`src/rtl/ea_pkg.sv`:
```
package ea_pkg;

  typedef enum logic [3:0] {
    AM_IMM  = 4'd0,
    AM_DIR  = 4'd1,
    AM_IND  = 4'd2,
    AM_REG  = 4'd3,
    AM_RIND = 4'd4,
    AM_DISP = 4'd5,
    AM_REL  = 4'd6,
    AM_IDX  = 4'd7,
    AM_PRE  = 4'd8,
    AM_POST = 4'd9
  } am_mode_e;

  typedef struct packed {
    logic legal;     // code is one of the supported modes
    logic needs_rd;  // a memory word is needed to finish
    logic is_data;   // result is an operand value, not an address
    logic wb;        // index register is incremented
    logic post_add;  // register is added after the read
    logic pre_add;   // register is added before the read
  } am_ctl_t;

  typedef enum logic [1:0] {
    ST_IDLE = 2'd0,
    ST_RD   = 2'd1,
    ST_WT   = 2'd2
  } ea_state_e;

endpackage

```
`src/rtl/ea_decode.sv`:
```
module ea_decode
  import ea_pkg::*;
(
  input  logic [3:0] mode_i,
  output am_ctl_t    ctl_o
);

  always_comb begin
    ctl_o = '0;
    case (mode_i)
      AM_IMM:  begin ctl_o.legal = 1'b1; ctl_o.is_data = 1'b1; end
      AM_DIR:  ctl_o.legal = 1'b1;
      AM_IND:  begin ctl_o.legal = 1'b1; ctl_o.needs_rd = 1'b1; end
      AM_REG:  begin ctl_o.legal = 1'b1; ctl_o.is_data = 1'b1; end
      AM_RIND: ctl_o.legal = 1'b1;
      AM_DISP: ctl_o.legal = 1'b1;
      AM_REL:  ctl_o.legal = 1'b1;
      AM_IDX:  begin ctl_o.legal = 1'b1; ctl_o.wb = 1'b1; end
      AM_PRE:  begin ctl_o.legal = 1'b1; ctl_o.needs_rd = 1'b1; ctl_o.pre_add = 1'b1; end
      AM_POST: begin ctl_o.legal = 1'b1; ctl_o.needs_rd = 1'b1; ctl_o.post_add = 1'b1; end
      default: ctl_o = '0;
    endcase
  end

endmodule

```
`src/rtl/ea_regfile.sv`:
```
module ea_regfile #(
  parameter int DW   = 16,
  parameter int NREG = 8,
  localparam int RW  = $clog2(NREG)
) (
  input  logic          clk,
  input  logic          rst_n,
  input  logic          we_i,
  input  logic [RW-1:0] wa_i,
  input  logic [DW-1:0] wd_i,
  input  logic          inc_en_i,
  input  logic [RW-1:0] inc_idx_i,
  input  logic [RW-1:0] ra_i,
  output logic [DW-1:0] rd_o
);

  logic [DW-1:0] regs [NREG];

  // One storage word per register; the increment wins over a load.
  for (genvar gi = 0; gi < NREG; gi++) begin : g_reg
    wire hit_inc  = inc_en_i && (inc_idx_i == RW'(gi));
    wire hit_load = we_i && (wa_i == RW'(gi));
    always_ff @(posedge clk or negedge rst_n) begin
      if (!rst_n)        regs[gi] <= '0;
      else if (hit_inc)  regs[gi] <= regs[gi] + DW'(1);
      else if (hit_load) regs[gi] <= wd_i;
    end
  end

  assign rd_o = regs[ra_i];

  // Tracking state for the write-back check.
  logic          inc_seen_q;
  logic [RW-1:0] inc_idx_q;
  logic [DW-1:0] inc_old_q;
  always_ff @(posedge clk or negedge rst_n) begin
    if (!rst_n) begin
      inc_seen_q <= 1'b0;
      inc_idx_q  <= '0;
      inc_old_q  <= '0;
    end else begin
      inc_seen_q <= inc_en_i;
      inc_idx_q  <= inc_idx_i;
      inc_old_q  <= regs[inc_idx_i];
    end
  end

  AST_INDEX_WRITEBACK: assert property (@(posedge clk) disable iff (!rst_n)
    inc_seen_q |-> regs[inc_idx_q] == inc_old_q + DW'(1));

endmodule

```
`src/rtl/ea_unit.sv`:
```
module ea_unit
  import ea_pkg::*;
#(
  parameter int DW   = 16,
  parameter int NREG = 8,
  localparam int RW  = $clog2(NREG)
) (
  input  logic          clk,
  input  logic          rst_n,
  input  logic          start_i,
  input  logic [3:0]    mode_i,
  input  logic [DW-1:0] afield_i,
  input  logic [RW-1:0] rsel_i,
  input  logic [DW-1:0] pc_i,
  input  logic          rf_we_i,
  input  logic [RW-1:0] rf_waddr_i,
  input  logic [DW-1:0] rf_wdata_i,
  output logic          mem_rd_o,
  output logic [DW-1:0] mem_addr_o,
  input  logic [DW-1:0] mem_rdata_i,
  output logic          done_o,
  output logic [DW-1:0] result_o,
  output logic          is_data_o,
  output logic          illegal_o
);

  function automatic logic [DW-1:0] wrap_add(input logic [DW-1:0] x, input logic [DW-1:0] y);
    return x + y;
  endfunction

  am_ctl_t       ctl;
  ea_state_e     st_q;
  logic [DW-1:0] rval;
  logic [DW-1:0] quick_val;
  logic [DW-1:0] rd_addr;
  logic [DW-1:0] rlatch_q;
  logic          post_q;
  logic          accept_w;
  logic          inc_en_w;

  ea_decode u_dec (
    .mode_i (mode_i),
    .ctl_o  (ctl)
  );

  ea_regfile #(.DW(DW), .NREG(NREG)) u_rf (
    .clk       (clk),
    .rst_n     (rst_n),
    .we_i      (rf_we_i),
    .wa_i      (rf_waddr_i),
    .wd_i      (rf_wdata_i),
    .inc_en_i  (inc_en_w),
    .inc_idx_i (rsel_i),
    .ra_i      (rsel_i),
    .rd_o      (rval)
  );

  assign accept_w = start_i && (st_q == ST_IDLE) && !done_o;
  assign inc_en_w = accept_w && ctl.wb;

  // Result of the modes that finish without memory.
  always_comb begin
    case (mode_i)
      AM_IMM, AM_DIR:           quick_val = afield_i;
      AM_REG, AM_RIND:          quick_val = rval;
      AM_DISP, AM_IDX:          quick_val = wrap_add(afield_i, rval);
      AM_REL:                   quick_val = wrap_add(afield_i, pc_i);
      default:                  quick_val = '0;
    endcase
  end

  assign rd_addr = ctl.pre_add ? wrap_add(afield_i, rval) : afield_i;

  always_ff @(posedge clk or negedge rst_n) begin
    if (!rst_n) begin
      st_q       <= ST_IDLE;
      done_o     <= 1'b0;
      mem_rd_o   <= 1'b0;
      mem_addr_o <= '0;
      result_o   <= '0;
      is_data_o  <= 1'b0;
      illegal_o  <= 1'b0;
      rlatch_q   <= '0;
      post_q     <= 1'b0;
    end else begin
      done_o   <= 1'b0;
      mem_rd_o <= 1'b0;
      case (st_q)
        ST_IDLE: if (accept_w) begin
          if (!ctl.legal) begin
            done_o    <= 1'b1;
            illegal_o <= 1'b1;
            result_o  <= '0;
            is_data_o <= 1'b0;
          end else if (ctl.needs_rd) begin
            illegal_o  <= 1'b0;
            mem_rd_o   <= 1'b1;
            mem_addr_o <= rd_addr;
            post_q     <= ctl.post_add;
            rlatch_q   <= rval;
            st_q       <= ST_RD;
          end else begin
            illegal_o <= 1'b0;
            done_o    <= 1'b1;
            result_o  <= quick_val;
            is_data_o <= ctl.is_data;
          end
        end
        ST_RD: st_q <= ST_WT;
        ST_WT: begin
          result_o  <= post_q ? wrap_add(mem_rdata_i, rlatch_q) : mem_rdata_i;
          is_data_o <= 1'b0;
          done_o    <= 1'b1;
          st_q      <= ST_IDLE;
        end
        default: st_q <= ST_IDLE;
      endcase
    end
  end

  AST_DONE_SINGLE: assert property (@(posedge clk) disable iff (!rst_n)
    done_o |=> !done_o);
  AST_READ_SPACING: assert property (@(posedge clk) disable iff (!rst_n)
    mem_rd_o |=> !mem_rd_o);
  AST_READ_TO_DONE: assert property (@(posedge clk) disable iff (!rst_n)
    mem_rd_o |-> ##2 done_o);
  AST_NOREAD_FAST: assert property (@(posedge clk) disable iff (!rst_n)
    accept_w && !ctl.needs_rd |=> done_o && !mem_rd_o);
  AST_ILLEGAL_EMPTY: assert property (@(posedge clk) disable iff (!rst_n)
    done_o && illegal_o |-> result_o == '0 && !is_data_o);

endmodule

```
`config.mk`:
```
export PLATFORM = sky130hd
export DESIGN_NAME = ea_unit
export DESIGN_NICKNAME = d
export VERILOG_FILES = /design/src/rtl/ea_pkg.sv /design/src/rtl/ea_decode.sv /design/src/rtl/ea_regfile.sv /design/src/rtl/ea_unit.sv
export SDC_FILE = /design/constraint.sdc
export NUM_CORES = 1
export LEC_CHECK = 0
export BUFFER_PORTS_ARGS = -buffer_cell sky130_fd_sc_hd__buf_4
export CORE_MARGIN = 2
export CORE_UTILIZATION = 35
export DETAILED_ROUTE_END_ITERATION = 6
export PLACE_DENSITY = 0.54
export SLEW_MARGIN = 20
export SYNTH_ARGS = -nofsm -noshare
export SYNTH_HDL_FRONTEND = slang
export SYNTH_SLANG_ARGS = --single-unit
```
`constraint.sdc`:
```
create_clock -name clk -period 5.3 [get_ports clk]
set_clock_uncertainty 0.1 [all_clocks]
set_input_delay 0.795 -clock clk [delete_from_list [all_inputs] [get_ports clk]]
set_output_delay 0.795 -clock clk [all_outputs]
set_load 0.01 [all_outputs]
```
==> impl_summary.md <==
Outcome
The run finished with clean final reports.

GRT
Global routing finished with a remaining overflow of 0. The initial antenna violation count is 0. For this run, global-route usage on met1 was measured as 35.1%. The layer with the highest usage is met2.

Global routing used 25.3% of the available tracks. In the global route stage, met3 resource usage came out at 4.15%. The maximum number of pins on one net before global-route repair is 104.

The number of global-route vias before repair is 11.9k. The global-route wire length before repair is 74.0 mm. The met2 capacity usage during global routing is 40.6%.

Die
The width of the die is 197 um. The floorplan step defined a die boundary enclosing 38,900 um2. The core region is 36,700 um2. For this configuration, the core starts out at a cell density of 35.6%. The floorplan die height is 197 um. During I/O placement, the number of pins put on the boundary was 114. The floorplan row count is 70.

CTS
The count of hold buffers inserted by post-cts repair is 0. The number of resized instances in the post-cts repair step is 0. Counting along the longest clock path gives a buffer depth of 2.

The total clock buffers created by CTS is 17. After clock tree synthesis, the clock-pin slew on the worst setup and hold paths is 70 ps. TritonCTS built the clock tree.

The CTS sink count is 183. Once the clock tree was built, the setup fixing pass inserted 0 buffers. Clock tree synthesis selected as its root buffer the cell clkbuf_16.

In this run the number of H-tree levels came out at 4. The later pin in the worst-skew pair is clocked with a latency of 450 ps.

STA
The slew of the pin with the lowest slew margin is 927 ps. The worst pin sits at a relative slew slack of 38.2%. The number of pins with negative max-slew slack in the final report is 0. The tightest hold margin is 328 ps. After layout, the worst path uses 84.2% of the clock period.

The total negative setup slack is 0 ps. For this run, the top clock speed supported by timing is 224 MHz. Setup repair after global routing left no endpoint under its margin. The hold violation total from the final report is 0. The clock period could shrink to 4460 ps. Across all setup checks in the final design, the least slack found is 836 ps. Setup violations remaining at the end of the flow were counted as 0.

Logic synthesis
The most used standard cell by instance count after synthesis is nor2_1. The number of synthesized flops with an enable pin is 0. The mapped netlist covers 13,100 um2.

In the synthesized netlist, the cells that appear most often are nor2_1 (234), dfrtp_1 (183), nand2_1 (144), a21oi_1 (124), o21ai_0 (79). The number of nets in the synthesized netlist is 1,650. The Yosys step of the flow raised 0 warnings. The biggest area contributor in the post-synthesis netlist is dfrtp_1.

Counting every instance in the synthesized netlist gives 1,516. After synthesis, the share of flip-flops with an asynchronous set or reset is 100%. By area the synthesized netlist is led by dfrtp_1 (35%), nor2_1 (6.7%), mux4_2 (5.5%). The share of the Yosys chip area taken by registers is 35.1%. The synthesized design contains 183 register bits.

The average size of a mapped cell is 8.62 um2. Counting distinct cell types in the post-synthesis netlist gives 78. For this run, the leading register cell type out of synthesis is dfrtp_1.

After synthesis, the largest area contributor takes up 35.1% of total cell area.

Critical path
The kind of critical path is primary input to flop. The most critical setup path has its startpoint at rsel_i[0]. STA classifies the critical path startpoint as a primary input. The data required time at the worst endpoint is 5540 ps.

The launch instance of the worst register-to-register path is u_rf.regs[64]$_DFFE_PN0P_. The worst setup path is captured at a flop. At the worst endpoint, the arrival time is 4700 ps. Along the worst path, the maximum fanout reaches 19.

Place
In this run the tool buffered the top-level ports with 113 buffer cells. The weighted congestion reported at the end of routability-driven placement is 0.946. The post-place setup slack is 365 ps. The number of cells in the design after placement is 2,032. The wire-length estimate of the detail-placed layout is 36.7 mm.

Run
The max-capacitance violation count is 0.

Power and ir drop
The power consumption is 5.47 mW. The total power divided by cell area is 368 nW/um2. The worst-case vdd ir drop is 0.254 mV. The static power due to leakage is 6.13 nW.

Detailed routing
Dividing the detail-routed wire length by the instance count gives 23.5 um. The number of detailed-route iterations in the first pass is 7. The first-iteration detailed-routing DRC count is 1,424. For this run, design rule violations remaining after detail routing come to 0. After detailed routing, the number of vias per cell comes to 6.12.

The final routed wirelength across all metal layers is 48.4 mm. The number of nets still failing antenna checks after routing is 0. Detailed routing inserted a total of 12.6k vias.

Cells and area
The net count of the finished layout is 1,718. The number of antenna diodes in the final layout is 0. The filler-free cell count of the finished design is 2,065. Compared with the post-synthesis result, the final layout area differs by 13.9%. In the final layout, the share of cells above drive strength 1 is 16.0%.

Worst hold path
The path class of the lowest-slack min-delay path is primary input to asynchronous set/reset pin.
[layer usage]
layer	routed length, um	vias up
met5	0	-
met2	22300	561
li1	-	5789
met4	1280	0
met1	21400	6224
met3	3530	58
[sequential cells by signal (all words and copies together) (netlist names), 2 cells and up]
register	flops
mem_addr_o	16
u_rf.regs	128
result_o	16
st_q	2
rlatch_q	16
[cell type report]
| class | count | area (um2) |
|---|---|---|
| flip-flops and latches | 183 | 4580 |
| multi-input cells | 1216 | 8000 |
| well taps | 468 | 586 |
| clock inverters | 15 | 144 |
| repair buffers | 132 | 1020 |
| clock buffers | 17 | 425 |
| inverters | 34 | 128 |
| fillers | 3684 | 21800 |
[final timing paths]
path	end	slack (ps)	depth (start not counted)
min in group clk	result_o[2]$_DFFE_PN0P_	410	2
min	mem_rd_o$_DFF_PN0_	330	1
min reg2reg	result_o[2]$_DFFE_PN0P_	410	2
max	result_o[15]$_DFFE_PN0P_	840	14
max in group asynchronous	u_rf.regs[78]$_DFFE_PN0P_	3590	2
max reg2reg	result_o[12]$_DFFE_PN0P_	1040	14
[critical path: stages]
cell      delay, ps
buf_4           270
buf_4           280
mux4_2          520
mux2_2          330
ha_1            380
a21o_1          210
a2111o_1        400
a31oi_1         280
o31ai_1         170
a21o_1          210
a21oi_1         160
xor2_1          240
xor2_1          100
a311o_1         350
[cell families after synthesis]
logic type,share of synthesized area [%]
xor gates and xnor gates,2.68
DFF,35.1
muxes,8.51
and+or+nand+nor,21.1
adders and majority gates,5.54
AOI/OAI and AO/OA,23.3
buffers and inverters,3.81
[report_power, final]
group          leakage, nW  switching [mW]  internal [mW]
sequential            2.13           0.455           1.73
clock                0.272           0.636          0.661
combinational         3.73            1.06          0.921
total                 6.13            2.16           3.32
[through the flow]
step | instance area (um2) | utilization (%)
floorplan | 13100 | -
global placement | 14300 | 38.9
detailed placement | 14300 | 38.9
CTS | 14900 | 40.5
global route | 14900 | 40.5
finish | 14900 | 40.5
[placed cells by master (no fill, tap or decap), types with 18 or more instances in the layout]
cell / netlist / layout
a211oi_1: 66 / 66
a21oi_1: 124 / 124
a311oi_1: 27 / 27
a31oi_1: 24 / 24
and3_1: 40 / 40
buf_4: 4 / 130
dfrtp_1: 183 / 183
ha_1: 53 / 53
inv_1: 34 / 34
mux2i_1: 20 / 20
mux4_2: 32 / 32
nand2_1: 144 / 144
nand3_1: 60 / 60
nor2_1: 234 / 233
nor3_1: 31 / 31
o21ai_0: 79 / 79
o221a_2: 18 / 18
xnor2_1: 27 / 27
No activity file was read; power rests on OpenSTA's default activity.
